[src/rtl/supply_guard_pkg.sv]
package supply_guard_pkg;

    typedef enum logic [2:0] {
        GS_OFF  = 3'd0,
        GS_RUN  = 3'd1,
        GS_OLP  = 3'd2,
        GS_OVP  = 3'd3,
        GS_PINF = 3'd4
    } guard_state_e;

endpackage

[src/rtl/ovl_delay_timer.sv]
module ovl_delay_timer #(
    parameter int CYCLES = 1950
) (
    input  logic clk,
    input  logic rst_n,
    input  logic enable,
    input  logic strobe,
    input  logic overload,
    output logic expired
);
    localparam int CW = (CYCLES > 2) ? $clog2(CYCLES) : 1;
    localparam logic [CW-1:0] LAST = CW'(CYCLES - 1);

    logic [CW-1:0] cnt_d, cnt_q;

    always_comb begin
        expired = enable && overload && strobe && (cnt_q == LAST);
        cnt_d   = cnt_q;
        if (!enable || !overload) begin
            cnt_d = '0;
        end else if (strobe) begin
            cnt_d = (cnt_q == LAST) ? '0 : cnt_q + 1'b1;
        end
    end

    always_ff @(posedge clk or negedge rst_n) begin
        if (!rst_n) cnt_q <= '0;
        else        cnt_q <= cnt_d;
    end
endmodule

[src/rtl/uv_release_counter.sv]
module uv_release_counter #(
    parameter int EVENTS = 2
) (
    input  logic clk,
    input  logic rst_n,
    input  logic active,
    input  logic below_off,
    input  logic above_on,
    output logic release_now,
    output logic armed
);
    localparam int EW = (EVENTS > 2) ? $clog2(EVENTS) : 1;
    localparam logic [EW-1:0] LAST = EW'(EVENTS - 1);

    typedef struct packed {
        logic [EW-1:0] cnt;
        logic          armed;
        logic          prev;
    } rel_regs_t;

    rel_regs_t r_d, r_q;
    logic      uv_event;

    always_comb begin
        uv_event    = below_off && !r_q.prev;
        release_now = active && uv_event && (r_q.cnt == LAST);
        r_d         = r_q;
        r_d.prev    = below_off;
        if (!active) begin
            r_d.cnt   = '0;
            r_d.armed = 1'b0;
        end else begin
            if (uv_event) begin
                r_d.cnt   = (r_q.cnt == LAST) ? '0 : r_q.cnt + 1'b1;
                r_d.armed = 1'b1;
            end else if (above_on) begin
                r_d.armed = 1'b0;
            end
        end
    end

    assign armed = r_q.armed;

    always_ff @(posedge clk or negedge rst_n) begin
        if (!rst_n) r_q <= '0;
        else        r_q <= r_d;
    end
endmodule

[src/rtl/supply_guard_seq.sv]
module supply_guard_seq
    import supply_guard_pkg::*;
#(
    parameter int OVL_CYCLES = 1950,
    parameter int REL_EVENTS = 2
) (
    input  logic       clk,
    input  logic       rst_n,
    input  logic       vcc_above_on,
    input  logic       vcc_below_off,
    input  logic       vcc_ovp,
    input  logic       fb_overload,
    input  logic       pin_fault,
    input  logic       sw_strobe,
    output logic       gate_allow,
    output logic       start_src_en,
    output logic [2:0] status
);
    typedef struct packed {
        guard_state_e st;
    } seq_regs_t;

    seq_regs_t s_d, s_q;
    logic      ovl_expired;
    logic      rel_now;
    logic      rel_armed;

    ovl_delay_timer #(.CYCLES(OVL_CYCLES)) u_ovl (
        .clk      (clk),
        .rst_n    (rst_n),
        .enable   (s_q.st == GS_RUN),
        .strobe   (sw_strobe),
        .overload (fb_overload),
        .expired  (ovl_expired)
    );

    uv_release_counter #(.EVENTS(REL_EVENTS)) u_rel (
        .clk         (clk),
        .rst_n       (rst_n),
        .active      (s_q.st == GS_OLP),
        .below_off   (vcc_below_off),
        .above_on    (vcc_above_on),
        .release_now (rel_now),
        .armed       (rel_armed)
    );

    always_comb begin
        s_d = s_q;
        unique case (s_q.st)
            GS_OFF: begin
                if (vcc_above_on && !vcc_below_off) s_d.st = GS_RUN;
            end
            GS_RUN: begin
                if (pin_fault)          s_d.st = GS_PINF;
                else if (vcc_ovp)       s_d.st = GS_OVP;
                else if (vcc_below_off) s_d.st = GS_OFF;
                else if (ovl_expired)   s_d.st = GS_OLP;
            end
            GS_PINF: begin
                if (vcc_below_off)   s_d.st = GS_OFF;
                else if (!pin_fault) s_d.st = GS_RUN;
            end
            GS_OVP: begin
                if (vcc_below_off) s_d.st = GS_OFF;
            end
            GS_OLP: begin
                if (rel_now) s_d.st = GS_OFF;
            end
            default: s_d.st = GS_OFF;
        endcase
    end

    always_ff @(posedge clk or negedge rst_n) begin
        if (!rst_n) s_q.st <= GS_OFF;
        else        s_q    <= s_d;
    end

    assign gate_allow   = (s_q.st == GS_RUN) && !pin_fault && !vcc_ovp;
    assign start_src_en = ((s_q.st == GS_OFF) && !vcc_above_on) ||
                          ((s_q.st == GS_OLP) && rel_armed);
    assign status       = s_q.st;
endmodule

[config.mk]
export PLATFORM = sky130hd
export DESIGN_NAME = supply_guard_seq
export DESIGN_NICKNAME = d
export VERILOG_FILES = /design/src/rtl/supply_guard_pkg.sv /design/src/rtl/ovl_delay_timer.sv /design/src/rtl/uv_release_counter.sv /design/src/rtl/supply_guard_seq.sv
export SDC_FILE = /design/constraint.sdc
export NUM_CORES = 1
export LEC_CHECK = 0
export BUFFER_PORTS_ARGS = -buffer_cell sky130_fd_sc_hd__buf_2
export CORE_MARGIN = 1.5
export CORE_UTILIZATION = 45
export DETAILED_ROUTE_END_ITERATION = 8
export GPL_TIMING_DRIVEN = 0
export MAX_ROUTING_LAYER = met4
export PLACE_DENSITY = 0.65
export SYNTH_ARGS = -nofsm -noshare
export SYNTH_HDL_FRONTEND = slang
export SYNTH_SLANG_ARGS = --single-unit
[constraint.sdc]
create_clock -name clk -period 5.1 [get_ports clk]
set_clock_uncertainty 0.2 [all_clocks]
set_input_delay 1.02 -clock clk [delete_from_list [all_inputs] [get_ports clk]]
set_output_delay 1.02 -clock clk [all_outputs]
set_load 0.01 [all_outputs]
# [Word-level counts from Yosys, hierarchy flattened]
# Index checks and enable logic that the tools add are counted.
[word_totals] register_bits=17 in_bits=8 output_inout_bits=5 wordCells=60
[op_classes] addsub=2 n_eq_ne=12 n_mux=18 reduce_logical=23
[ops] cell="two-way mux 11 bit" n=3
[ops] cell="two-way mux 3 bit" n=9
[ops] cell="one-hot mux 3 bit (5 select lines)" n=1
[ops] cell="adder 11 x 1 -> 11 bit (second input constant)" n=1
[ops] cell="== test 11 bit (second input constant)" n=1
[ops] cell="logical AND 1 bit" n=11
[ops] cell="!= test 2 bit (second input constant)" n=4
[ops] cell="logical NOT 1 bit" n=7
[ops] cell="== test 3 x 2 -> 1 bit (second input constant)" n=2
[ops] cell="!= test 3 bit (second input constant)" n=2
[ops] cell="!= test 5 bit (second input constant)" n=1
[ops] cell="AND reduction 5 bit" n=1
[ops] cell="two-way mux 1 bit" n=4
[ops] cell="== test 3 x 1 -> 1 bit (second input constant)" n=1
[ops] cell="== test 3 bit (second input constant)" n=1
[ops] cell="logical NOT 3 bit" n=1
[ops] cell="logical OR 1 bit" n=2
[ops] cell="two-way mux 2 bit" n=1
[ops] cell="nonzero test 2 bit" n=1
[ops] cell="adder 1 bit (second input constant)" n=1

# [Logic depth before layout (Yosys ltp)]
[depth] ltp_word=9 ltp_mapped=8 depth_no_buf=6

# [Modules after synthesis]
# A second synthesis with hierarchy kept.
[hier_totals] hier_cells=116 hier_area_um2=1096.1
[modules_own_cells] module="ovl_delay_timer" instances=1 cells_each=77 area_per_inst_um2=690.7 seq_area_each_um2=275.3
[modules_own_cells] module="supply_guard_seq" instances=1 cells_each=29 area_per_inst_um2=279.0 seq_area_each_um2=75.1
[modules_own_cells] module="uv_release_counter" instances=1 cells_each=10 area_per_inst_um2=126.4 seq_area_each_um2=75.1

# [Worst setup path before layout]
# No wires, ideal clock.
[synth_path] path_type="input to output" from="input port pin_fault" to="output port gate_allow" arrival_ns=1.675 required_time_ns=3.880 path_slack_ns=2.205 path_stages=2 n_path_buf=0 path_cell_list="or4b_4 > nor2_1"
[synth_between] elab_chain_len=3
[synth_rtl] element="start: declaration" line="supply_guard_seq.sv:13" rtl="input logic pin_fault,"
[synth_rtl] element="logical NOT 1 bit" line="supply_guard_seq.sv:78" rtl="assign gate_allow = (s_q.st == GS_RUN) && !pin_fault && !vcc_ovp;"
[synth_rtl] element="logical AND 1 bit (2 in series)" line="supply_guard_seq.sv:78"
[synth_rtl] element="end: declaration" line="supply_guard_seq.sv:15" rtl="output logic gate_allow,"
# No other way between the ends.

# [Worst setup path after layout]
# Same ends and word-level chain as after synthesis.

==> results_dict.tcl <==
set metrics [dict create \
    outcome "complete, no violations" \
    max_freq_ghz 0.323 \
    p_clk_share_pct 18.5 \
    grt-ovfl-total 0 \
    critical_path.most_common_cell "buf_2" \
    drive_gt1_share_pct 18.3 \
    grt_pass1_wl_um 3750 \
    cts_resized 0 \
    syn-cell-area_sq_um 1040 \
    slowest_stage "or4b_4" \
    ctsHtreeMaxLevel 1 \
    worstPathRequired_ns 3.88 \
    first_pass_iters 4 \
    switchingPower_mw 0.149 \
    grt_pass1_vias 851 \
    finalNetCount 142 \
    row_count 17 \
    power.density_nw_per_um2 344 \
    cts_setup_buffers 0 \
    worst_setup_path_end_kind "output pin" \
    internal_power_mw 0.251 \
    io_pins 13 \
    ys.warnings.count 0 \
    post-route-period-util_pct 60.7 \
    crit_fanout 4 \
    rsz0062_at_grt "no" \
    fin_setup_tns_ns 0 \
    finalPower_mw 0.400 \
    die-area_sq_um 2610 \
    cts_tree "built" \
    synth_top_area_cell "dfrtp_1" \
    worst_path_largest_cell_delay_ns 0.49 \
    leakage_nw 0.508 \
    place_ws_ns 2.01 \
    slew_headroom_pct 74.0 \
    floorplan.initialDensity_pct 47.5 \
    cp-start-kind "input port" \
    synth-async-reset-ratio_pct 100 \
    core_area_sq_um 2190 \
    antenna_left 0 \
    gp_congestion 0.862 \
    min_period_ns 3.10 \
    wirelength_um 2240 \
    synth_area_per_cell_sq_um 9.04 \
    hold_viol_final 0 \
    drv_cap 0 \
    diodes 0 \
    dr_total_vias 947 \
    irDropWorstVdd_mv 0.170 \
    path_clk_slew_ns 0.10 \
    clock_path_buffers 2 \
    antenna_found_initial 0 \
    grt_usage_pct 19.8 \
    critPathArrivalTime_ns 1.88 \
    synth-seq-area-share_pct 40.9 \
    drtIter0Drc 15 \
    finalMaxSlewViolations 0 \
    synth_top_cell_area_share_pct 40.9 \
    cts_inserted_buffers 3 \
    routedWlPerCell_um 14.1 \
    post-synth-top-count-cell "dfrtp_1" \
    r2r_slack_ns 2.86 \
    dp_hpwl_um 1610 \
    clock-root-buffer "clkbuf_4" \
    vias_per_cell 5.96 \
    power_frac_comb_pct 41.6 \
    synthFlopType "dfrtp_1" \
    area_growth_pct 11.7 \
    synth_commonest_cells "17 x dfrtp_1, 10 x a21oi_1, 9 x nor2_1" \
    p_sw_share_pct 37.2 \
    clock_latency_ns 0.29 \
    die_w_um 51.1 \
    cts_sinks 17 \
    tightest_slew_ns 0.389 \
    ctsHoldBuffers 0 \
    yosys_register_bits 17 \
    synthTopCellsByArea "dfrtp_1 41%, a21oi_1 4.8%, a31oi_1 3.6%, nand2b_1 3.6%, nor2_1 3.2%" \
    setup_viol 0 \
    critPathKind "in2out" \
    die_h_um 51.1 \
    yosysUniqueCellTypes 42 \
    pwr-share-seq_pct 40.0 \
    hp-class "reg2reg" \
    crit_path_cell_trace "buf_2, or4b_4, nor2_1, buf_2" \
    synth_edf_count 0 \
    syn-num-nets 125 \
    whs_ns 0.323 \
    portBuffers 12 \
    fin_ws_ns 2.00 \
    route.detailed.drc 0 \
    syn_inst 115 \
    grt_max_degree 18 \
]
worst paths after layout:
check / from / to / depth (start not counted)
max: pin_fault / gate_allow / 4
min: u_ovl.cnt_q[9] / u_ovl.cnt_q[9] / 1
max reg2reg: status[2] / status[1] / 5
min reg2reg: u_ovl.cnt_q[9] / u_ovl.cnt_q[9] / 1
max in group asynchronous: rst_n / u_ovl.cnt_q[0] / 1
min in group asynchronous: rst_n / u_ovl.cnt_q[10] / 1
through the flow:
stage / utilization, % / std cells / area [sq um]
2_1_floorplan: - / 115 / 1040
3_3_place_gp: 51.8 / 155 / 1130
3_5_place_dp: 51.8 / 155 / 1130
4_1_cts: 53.0 / 159 / 1160
5_1_grt: 53.0 / 159 / 1160
6_report: 53.0 / 159 / 1160
cell usage in the layout, fill, tap and decap left out, types with 2 or more instances in the layout:
cell type,count
nand3_1,3
a22o_1,2
o21ai_1,2
nand4bb_1,2
clkbuf_1,3
clkbuf_4,3
inv_1,5
buf_2,14
nand2b_1,6
ha_1,2
nand2_1,8
a21oi_1,10
or3_1,2
a21o_1,2
nor2_1,9
and3_1,2
nand4_1,4
dfrtp_1,17
a31oi_1,6
o21ai_0,4
a41oi_1,2
or2_2,2
layer usage:
| metal | part of all wire [%] | up-vias | track usage (%) |
|---|---|---|---|
| li1 | - | 464 | - |
| met1 | 50 | 471 | 26.2 |
| met2 | 47 | 8 | 29.4 |
| met3 | 1.9 | 4 | 3.51 |
| met4 | 1.5 | 0 | 9.46 |
| met5 | 0 | - | - |
cell families (layout without fill, tap and decap cells):
group / count (synthesis) / after routing / synth area share [%]
and+or+nand+nor: 48 / 48 / 27.8
buffers and inverters: 12 / 28 / 5.29
AOI/OAI and AO/OA: 34 / 34 / 21.5
muxes: 2 / 2 / 2.05
adders and majority gates: 2 / 2 / 2.41
DFF: 17 / 17 / 40.9
flip-flops by register name, indices dropped and copies added (netlist names):
register	flops
u_ovl.cnt_q	11
status	3
u_rel.armed	1
u_rel.r_q	2
layout make-up:
type | count | area, sq um
Fill cell | 210 | 1030
Multi-Input combinational cell | 86 | 559
Sequential cell | 17 | 425
Timing Repair Buffer | 12 | 60.1
Tap cell | 28 | 35.0
Buffer | 6 | 32.5
Clock buffer | 4 | 26.3
Inverter | 6 | 22.5
power groups by stage:
stage          logic, mW  registers, mW  clock network, mW
3_3_place_gp       0.161          0.162                  0
3_5_place_dp       0.166          0.162                  0
4_1_cts            0.167          0.160             0.0760
5_1_grt            0.183          0.162             0.0841
2_1_floorplan      0.117          0.165                  0
6_report           0.166          0.160             0.0739
critical path, delay by kind of cell:
family	cells	cell delay, ns
buf+inv	2	0.26
simple gates	2	0.60
No activity file was read; power rests on OpenSTA's default activity.
